===== src/rtl/mcd_pkg.sv =====
package mcd_pkg;
    localparam int ADDR_W = 12;

    localparam int BL_LO  = 0;
    localparam int BT_BIT = 3;
    localparam int RL_HI  = 2;
    localparam int RL_LO  = 4;
    localparam int TM_BIT = 7;
    localparam int DLL_BIT = 8;
    localparam int WL_LO  = 9;

    typedef struct packed {
        logic [3:0] rl;
        logic [2:0] wl;
        logic [3:0] bl;
        logic       bt;
        logic       tm;
    } mode_set_t;
endpackage


===== src/rtl/mcd_cmd_detect.sv =====
module mcd_cmd_detect #(
    parameter int NUM_BANKS = 4
) (
    input  logic                 clk_en_i,
    input  logic                 cmd_sel_n_i,
    input  logic                 cmd_row_n_i,
    input  logic                 cmd_col_n_i,
    input  logic                 cmd_wr_n_i,
    input  logic [1:0]           bank_sel_i,
    input  logic [NUM_BANKS-1:0] bank_act_i,
    output logic                 main_hit_o,
    output logic                 ext_hit_o,
    output logic                 idle_o
);
    logic load_cmd;

    always_comb begin
        load_cmd   = clk_en_i & ~cmd_sel_n_i & ~cmd_row_n_i & ~cmd_col_n_i & ~cmd_wr_n_i;
        main_hit_o = load_cmd & (bank_sel_i == 2'b00);
        ext_hit_o  = load_cmd & (bank_sel_i == 2'b01);
        idle_o     = ~|bank_act_i;
    end
endmodule


===== src/rtl/mcd_field_decode.sv =====
module mcd_field_decode
    import mcd_pkg::*;
(
    input  logic [ADDR_W-1:0] addr_i,
    output mode_set_t         cand_o,
    output logic              rl_ok_o,
    output logic              wl_ok_o,
    output logic              bl_ok_o,
    output logic              bt_ok_o
);
    logic [3:0] rl_code;

    always_comb begin
        rl_code   = {addr_i[RL_HI], addr_i[RL_LO+2], addr_i[RL_LO+1], addr_i[RL_LO]};
        rl_ok_o   = ~rl_code[3];
        cand_o.rl = rl_code[2] ? {2'b01, rl_code[1:0]} : {2'b10, rl_code[1:0]};

        cand_o.wl = addr_i[WL_LO+2:WL_LO];
        wl_ok_o   = |cand_o.wl;

        bl_ok_o   = addr_i[BL_LO+1];
        cand_o.bl = addr_i[BL_LO] ? 4'd8 : 4'd4;

        cand_o.bt = addr_i[BT_BIT];
        bt_ok_o   = ~addr_i[BT_BIT];

        cand_o.tm = addr_i[TM_BIT];
    end

    always_comb begin
        a_r4_rl_range: assert (!rl_ok_o || (cand_o.rl >= 4'd4 && cand_o.rl <= 4'd11));
    end
endmodule


===== src/rtl/mode_cfg_decoder.sv =====
module mode_cfg_decoder
    import mcd_pkg::*;
#(
    parameter int NUM_BANKS = 4,
    parameter int TMRD      = 4
) (
    input  logic                 clk,
    input  logic                 rst_n,
    input  logic                 clk_en_i,
    input  logic                 cmd_sel_n_i,
    input  logic                 cmd_row_n_i,
    input  logic                 cmd_col_n_i,
    input  logic                 cmd_wr_n_i,
    input  logic [1:0]           bank_sel_i,
    input  logic [11:0]          addr_i,
    input  logic [NUM_BANKS-1:0] bank_act_i,
    output logic [3:0]           rd_lat_o,
    output logic [2:0]           wr_lat_o,
    output logic [3:0]           burst_len_o,
    output logic                 burst_type_o,
    output logic                 test_mode_o,
    output logic                 dll_rst_o,
    output logic                 cfg_valid_o,
    output logic                 ext_done_o,
    output logic                 busy_o,
    output logic                 err_o,
    output logic                 rsvd_o
);
    localparam int CNT_W = $clog2(TMRD + 1);
    localparam logic [CNT_W-1:0] CNT_LOAD = CNT_W'(TMRD);

    typedef struct packed {
        mode_set_t        cfg;
        logic             valid;
        logic             ext_done;
        logic             err;
        logic             rsvd;
        logic             dll;
        logic [CNT_W-1:0] cnt;
    } state_t;

    state_t    s_d, s_q;
    logic      main_hit, ext_hit, idle;
    mode_set_t cand;
    logic      rl_ok, wl_ok, bl_ok, bt_ok;
    logic      blocked;

    mcd_cmd_detect #(.NUM_BANKS(NUM_BANKS)) u_cmd (
        .clk_en_i    (clk_en_i),
        .cmd_sel_n_i (cmd_sel_n_i),
        .cmd_row_n_i (cmd_row_n_i),
        .cmd_col_n_i (cmd_col_n_i),
        .cmd_wr_n_i  (cmd_wr_n_i),
        .bank_sel_i  (bank_sel_i),
        .bank_act_i  (bank_act_i),
        .main_hit_o  (main_hit),
        .ext_hit_o   (ext_hit),
        .idle_o      (idle)
    );

    mcd_field_decode u_fld (
        .addr_i  (addr_i),
        .cand_o  (cand),
        .rl_ok_o (rl_ok),
        .wl_ok_o (wl_ok),
        .bl_ok_o (bl_ok),
        .bt_ok_o (bt_ok)
    );

    always_comb begin
        s_d     = s_q;
        s_d.dll = 1'b0;
        if (s_q.cnt != '0) s_d.cnt = s_q.cnt - 1'b1;
        blocked = (s_q.cnt != '0) || !idle;

        if (ext_hit) begin
            if (blocked) begin
                s_d.err = 1'b1;
            end else begin
                s_d.ext_done = 1'b1;
                s_d.cnt      = CNT_LOAD;
            end
        end

        if (main_hit) begin
            if (blocked || !s_q.ext_done) begin
                s_d.err = 1'b1;
            end else begin
                s_d.valid  = 1'b1;
                s_d.cnt    = CNT_LOAD;
                s_d.dll    = addr_i[DLL_BIT];
                s_d.cfg.tm = cand.tm;
                if (rl_ok) s_d.cfg.rl = cand.rl; else s_d.rsvd = 1'b1;
                if (wl_ok) s_d.cfg.wl = cand.wl; else s_d.rsvd = 1'b1;
                if (bl_ok) s_d.cfg.bl = cand.bl; else s_d.rsvd = 1'b1;
                if (bt_ok) s_d.cfg.bt = cand.bt; else s_d.rsvd = 1'b1;
            end
        end
    end

    always_ff @(posedge clk or negedge rst_n) begin
        if (!rst_n) s_q <= '0;
        else        s_q <= s_d;
    end

    assign rd_lat_o     = s_q.cfg.rl;
    assign wr_lat_o     = s_q.cfg.wl;
    assign burst_len_o  = s_q.cfg.bl;
    assign burst_type_o = s_q.cfg.bt;
    assign test_mode_o  = s_q.cfg.tm;
    assign dll_rst_o    = s_q.dll;
    assign cfg_valid_o  = s_q.valid;
    assign ext_done_o   = s_q.ext_done;
    assign busy_o       = (s_q.cnt != '0);
    assign err_o        = s_q.err;
    assign rsvd_o       = s_q.rsvd;

    a_r7_dll_single: assert property (@(posedge clk) disable iff (!rst_n)
        dll_rst_o |=> !dll_rst_o);
    a_r8_busy_after_main: assert property (@(posedge clk) disable iff (!rst_n)
        (main_hit && !busy_o && idle && ext_done_o) |=> busy_o);
    a_r9_err_sticky: assert property (@(posedge clk) disable iff (!rst_n)
        err_o |=> err_o);
    a_r9_hold_when_open: assert property (@(posedge clk) disable iff (!rst_n)
        (main_hit && !idle) |=> ($stable(rd_lat_o) && $stable(wr_lat_o) && $stable(burst_len_o) && !dll_rst_o));
    a_r10_valid_needs_ext: assert property (@(posedge clk) disable iff (!rst_n)
        cfg_valid_o |-> ext_done_o);
    a_r11_rsvd_sticky: assert property (@(posedge clk) disable iff (!rst_n)
        rsvd_o |=> rsvd_o);
    a_r12_valid_sticky: assert property (@(posedge clk) disable iff (!rst_n)
        cfg_valid_o |=> cfg_valid_o);
    a_r3_bl_legal: assert property (@(posedge clk) disable iff (!rst_n)
        cfg_valid_o && !rsvd_o |-> (burst_len_o == 4'd4 || burst_len_o == 4'd8));
endmodule


===== config.mk =====
export PLATFORM = sky130hd
export DESIGN_NAME = mode_cfg_decoder
export DESIGN_NICKNAME = d
export VERILOG_FILES = /design/src/rtl/mcd_pkg.sv /design/src/rtl/mcd_cmd_detect.sv /design/src/rtl/mcd_field_decode.sv /design/src/rtl/mode_cfg_decoder.sv
export SDC_FILE = /design/constraint.sdc
export NUM_CORES = 1
export LEC_CHECK = 0
export ABC_AREA = 1
export BUFFER_PORTS_ARGS = -buffer_cell sky130_fd_sc_hd__clkbuf_2
export CORE_ASPECT_RATIO = 0.75
export CORE_UTILIZATION = 35
export CTS_CLUSTER_SIZE = 10
export DETAILED_ROUTE_END_ITERATION = 12
export GPL_TIMING_DRIVEN = 0
export PLACE_DENSITY_LB_ADDON = 0.1
export SLEW_MARGIN = 0
export SYNTH_ARGS = -nofsm -noshare
export SYNTH_HDL_FRONTEND = slang
export SYNTH_HIERARCHICAL = 1
export SYNTH_SLANG_ARGS = --single-unit

===== constraint.sdc =====
create_clock -name clk -period 3.3 [get_ports clk]
set_input_delay 0.66 -clock clk [delete_from_list [all_inputs] [get_ports clk]]
set_output_delay 0.66 -clock clk [all_outputs]
set_load 0.01 [all_outputs]

; Word level (Yosys, flattened, before mapping)
; Index checks and enable logic that the tools add are counted.
[classes]
n_eq_ne = 2
bitwise_logic = 13
n_mux = 14
n_addsub = 1
n_reduce_logical = 13
[op_table]
columns = op, n
row1 = $reduce_and A3 Y1, 4
row2 = $mux W3, 3
row3 = $mux W4, 2
row4 = $mux W1, 7
row5 = $not A1 Y1, 7
row6 = $and A1 B1 Y1, 6
row7 = $mux W6, 1
row8 = $mux W5, 1
row9 = $ne A4 B4 Y1 const B, 1
row10 = $reduce_and A2 Y1, 2
row11 = $reduce_or A4 Y1, 1
row12 = $reduce_bool A3 Y1, 1
row13 = $reduce_or A3 Y1, 1
row14 = $sub A3 B1 Y3 const B, 1
row15 = $eq A2 B1 Y1 const B, 1
row16 = $logic_not A2 Y1, 1
row17 = $logic_or A1 B1 Y1, 2
row18 = $logic_not A1 Y1, 1
[word_totals]
wordCells = 53
out_inout_bits = 19
inputBits = 25
register_bits = 20

; Logic depth before layout (Yosys ltp)
[logic_depth]
word_depth = 9
mapped_depth = 9
ltp_nobuf = 8

; Hierarchy
; The synthesis kept the hierarchy.
[modules_own_cells]
columns = mod, instances, area_per_inst_um2, cells_each, seq_area_each_um2
row1 = mode_cfg_decoder, 1, 1001.0, 110, 525.5
row2 = mcd_field_decode, 1, 120.1, 20, 0.0
row3 = mcd_cmd_detect, 1, 52.6, 12, 0.0

; Least setup slack after synthesis
; Ideal clock, no wire load.
[synth_path]
path_kind = input to register
from = in bank_act_i[1]
to = reg s_q (netlist bit rd_lat_o[0])
arrival_ns = 1.589
path_slack_ns = 1.594
stages = 7
setup_time_ns = 0.117
path_cell_list = nor2_1 -> nor3b_1 -> nand3_2 -> nor2_4 -> nand3_1 -> nand2_1 -> nand2_1
[synth_via]
elab_chain_cells = 5
[synth_rtl]
columns = item, line_no
row1 = from (decl), mode_cfg_decoder.sv:16  ; input logic [NUM_BANKS-1:0] bank_act_i,
row2 = $reduce_or A4 Y1, mcd_cmd_detect.sv:21  ; idle_o = ~|bank_act_i;
row3 = $logic_or A1 B1 Y1, mode_cfg_decoder.sv:74  ; blocked = (s_q.cnt != '0) || !idle;
row4 = $logic_or A1 B1 Y1, mode_cfg_decoder.sv:86  ; if (blocked || !s_q.ext_done) begin
row5 = $not A1 Y1 (no source line), -
row6 = $reduce_and A3 Y1 (no source line), -
row7 = to (signal assigned), mode_cfg_decoder.sv:102  ; if (!rst_n) s_q <= '0;
row8 = to (signal assigned), mode_cfg_decoder.sv:103  ; else s_q <= s_d;
row9 = to (decl), mode_cfg_decoder.sv:42  ; state_t s_d, s_q;
; No other way between the ends.
; A chain may end at the register's enable or synchronous reset.

; Worst setup path in the final report
[layout_path]
from = reg s_q[0] (netlist name)
to = out busy_o
[layout_via]
elab_chain_cells = 1
[layout_rtl]
columns = item, line_no
row1 = $reduce_bool A3 Y1, mode_cfg_decoder.sv:114  ; assign busy_o = (s_q.cnt != '0);
row2 = to (decl), mode_cfg_decoder.sv:25  ; output logic busy_o,
; No other way between the ends.

==> impl_metrics.yaml <==
run_status:
  outcome: "finished, final reports clean"
setup_path:
  r2r-end: "burst_len_o[3]$_DFFE_PN0P_"
  path_max_fanout: 5
  rrSetupSlack_ns: 1.82
  r2r_start: "s_q[0]$_DFF_PN0_"
  path_class: "register to primary output"
  max_stage_delay_ns: 0.36
  r2r_cells: 7
  crit_slowest_cell: "dfrtp_1"
  end_kind: "primary output"
  worst_setup_path_start_kind: "register"
  cp.arrival_ns: 1.24
  crit_chain: "inv_1 -> ha_1 -> nand2_1 -> clkbuf_2"
  crit_required_ns: 2.64
placed_design:
  gp_congestion: 0.706
  placed_area_mm2: 0.00142
  dp_hpwl_mm: 1.81
  dp_slack_ns: 1.33
  portBuffers: 39
logic_synthesis:
  avgSynthCellArea_um2: 8.26
  seq_area_frac_synth: 0.448
  ys_warn_count: 6
  ys_ff_latch: 21
  ys_types: 21
  netlist_instances: 142
  syn_area_mm2: 0.00117
global_routing:
  grt_overflow: 0
  grt_pass1_wl_mm: 3.72
  grt_start_max_net_pins: 22
  antenna_found_initial: 0
  track_usage: 0.143
  grt_pass1_vias: 865
power:
  powerDensity_mw_per_mm2: 419
  total_power_mw: 0.614
  leakagePower_nw: 0.885
  max-vdd-ir-drop_mv: 0.234
floorplanning:
  die_x_um: 68.9
  io_pins: 44
  core_mm2: 0.00306
  rows: 17
  start_util: 0.383
  fp.dieH_um: 52.2
  dieArea_mm2: 0.00359
sta:
  final-setup-viol-count: 0
  grt_setup_unrepaired: "false"
  drv_slew: 0
  fmaxAchievable_ghz: 0.526
  worst_slew_pin_slew_ns: 0.542
  whs_ns: 0.370
  skew_ns: 0.00109
  hold_violations: 0
  finalCritPeriodShare: 0.576
  finalSetupTns_ns: 0
  fin_crit_ns: 1.90
  relSlewSlack: 0.638
  setup_ws_ns: 1.40
final_layout:
  num-fill-cells: 321
  syn2layout_area_growth_pct: 24.9
  seq_area_um2: 526
  antenna_cells: 0
  fin_area_mm2: 0.00147
  layout-drive-gt1-share: 0.392
  nets: 214
  multi_input_area_um2: 402
clock_network:
  post-cts-setup-buffers: 0
  numCtsBuffers: 3
  cts.sinks: 21
  ctsResizeCount: 0
  clkTransAtPathRegs_ns: 0.07
  cts_hold_buf: 0
  root_buffer: "clkbuf_8"
  cts_tree: "built"
  clkLatencyLatePin_ns: 0.26
  clock_path_buffers: 2
  htreeDepth: 1
route:
  wl_mm: 2.31
  vias_per_cell: 4.37
  drc: 0
  drt_iter0_markers: 32
  drtPass1Iterations: 3
  ant_nets: 0
  post_drt_wl_per_cell_um: 10.3
  num_vias: 978
min_path:
  hold_path_class: "input pin to asynchronous set/reset pin"
flow_run:
  maxCapViolations: 0
==> power by group <==
group / internal (mW) / switching [mW]
combinational: 0.0692 / 0.0870
sequential: 0.282 / 0.0117
clock: 0.0840 / 0.0805
total: 0.435 / 0.179
==> final cells by class <==
type | count | area share
clock inverter | 1 | 0.00341
tap | 38 | 0.0324
multi-input combinational | 81 | 0.274
sequential | 21 | 0.358
timing repair buffer | 39 | 0.133
buffer | 26 | 0.132
inverter | 15 | 0.0384
clock buffer | 3 | 0.0282
==> through the flow <==
stage          instances   util
6_report             224  0.479
5_1_grt              224  0.479
4_1_cts              224  0.479
3_5_place_dp         220  0.464
3_3_place_gp         220  0.464
2_1_floorplan        143      -
==> how the worst max path moves through the flow <==
stage | startpoint | endpoint | cells past startpoint
2_1_floorplan | bank_act_i[1] | rd_lat_o[0]$_DFFE_PN0P_ | 7
3_3_place_gp | bank_act_i[1] | burst_len_o[3]$_DFFE_PN0P_ | 8
3_5_place_dp | bank_sel_i[1] | cfg_valid_o$_DFFE_PN0N_ | 7
4_1_cts | s_q[0]$_DFF_PN0_ | busy_o | 4
5_1_grt | s_q[0]$_DFF_PN0_ | busy_o | 4
6_report | s_q[0]$_DFF_PN0_ | busy_o | 4
==> registers in the layout, summed over array words and instances, names as in the netlist <==
| name | flops |
|---|---|
| s_q | 3 |
| cfg_valid_o | 1 |
| rsvd_o | 1 |
| ext_done_o | 1 |
| wr_lat_o | 3 |
| rd_lat_o | 4 |
| burst_type_o | 1 |
| burst_len_o | 4 |
| dll_rst_o | 1 |
| test_mode_o | 1 |
| err_o | 1 |
==> cells in the mapped netlist <==
library cell / n / area (um^2)
nor3_1: 1 / 5.00
buf_4: 23 / 173
or2_2: 1 / 6.26
nand4_1: 14 / 87.6
o21ai_0: 2 / 10.0
nand2_1: 37 / 139
buf_2: 2 / 10.0
dfrtp_1: 21 / 526
xor2_1: 2 / 17.5
conb_1: 1 / 3.75
ha_1: 2 / 25.0
nand3_1: 6 / 30.0
a21oi_1: 1 / 5.00
or2_0: 1 / 6.26
nor2_4: 1 / 11.3
inv_2: 1 / 3.75
inv_1: 14 / 52.6
nor2_1: 9 / 33.8
buf_6: 1 / 11.3
nand3_2: 1 / 10.0
nor3b_1: 1 / 7.51
==> cells in the final DEF, fill, tap and decap left out, drive strengths merged <==
cell type  netlist  final
a21oi            1      1
buf             26     26
clkbuf           0     42
clkinv           0      1
conb             1      2
dfrtp           21     21
ha               2      2
inv             15     15
nand2           37     37
nand3            7      7
nand4           14     14
nor2            10     10
nor3             1      1
nor3b            1      1
o21ai            2      2
or2              2      2
xor2             2      2
==> per-layer routing <==
layer  part of all wire  vias up  wire length [um]  track usage
li1                   -      512                 -            -
met1               0.52      436              1190        0.200
met2               0.42       27               973        0.217
met3              0.057        3               131       0.0395
met4             0.0043        0                10       0.0306
met5                  0        -                 0            0
==> cells by family (layout without fill, tap and decap cells) <==
logic type / after synthesis / after routing / synth area share
simple gates: 72 / 72 / 0.287
buf+inv: 41 / 84 / 0.213
flops: 21 / 21 / 0.448
compound gates: 3 / 3 / 0.0128
fa+ha+maj: 2 / 2 / 0.0213
xor+xnor: 2 / 2 / 0.0149
other cells: 1 / 2 / 0.00320
==> critical path: cells and delay by family (launching register included) <==
family | cells | cell delay [ns]
adder cells (fa/ha/maj) | 1 | 0.22
buffers and inverters | 2 | 0.27
flip-flops | 1 | 0.36
AND/OR/NAND/NOR | 1 | 0.14
Power figures use the tool's default switching activity.
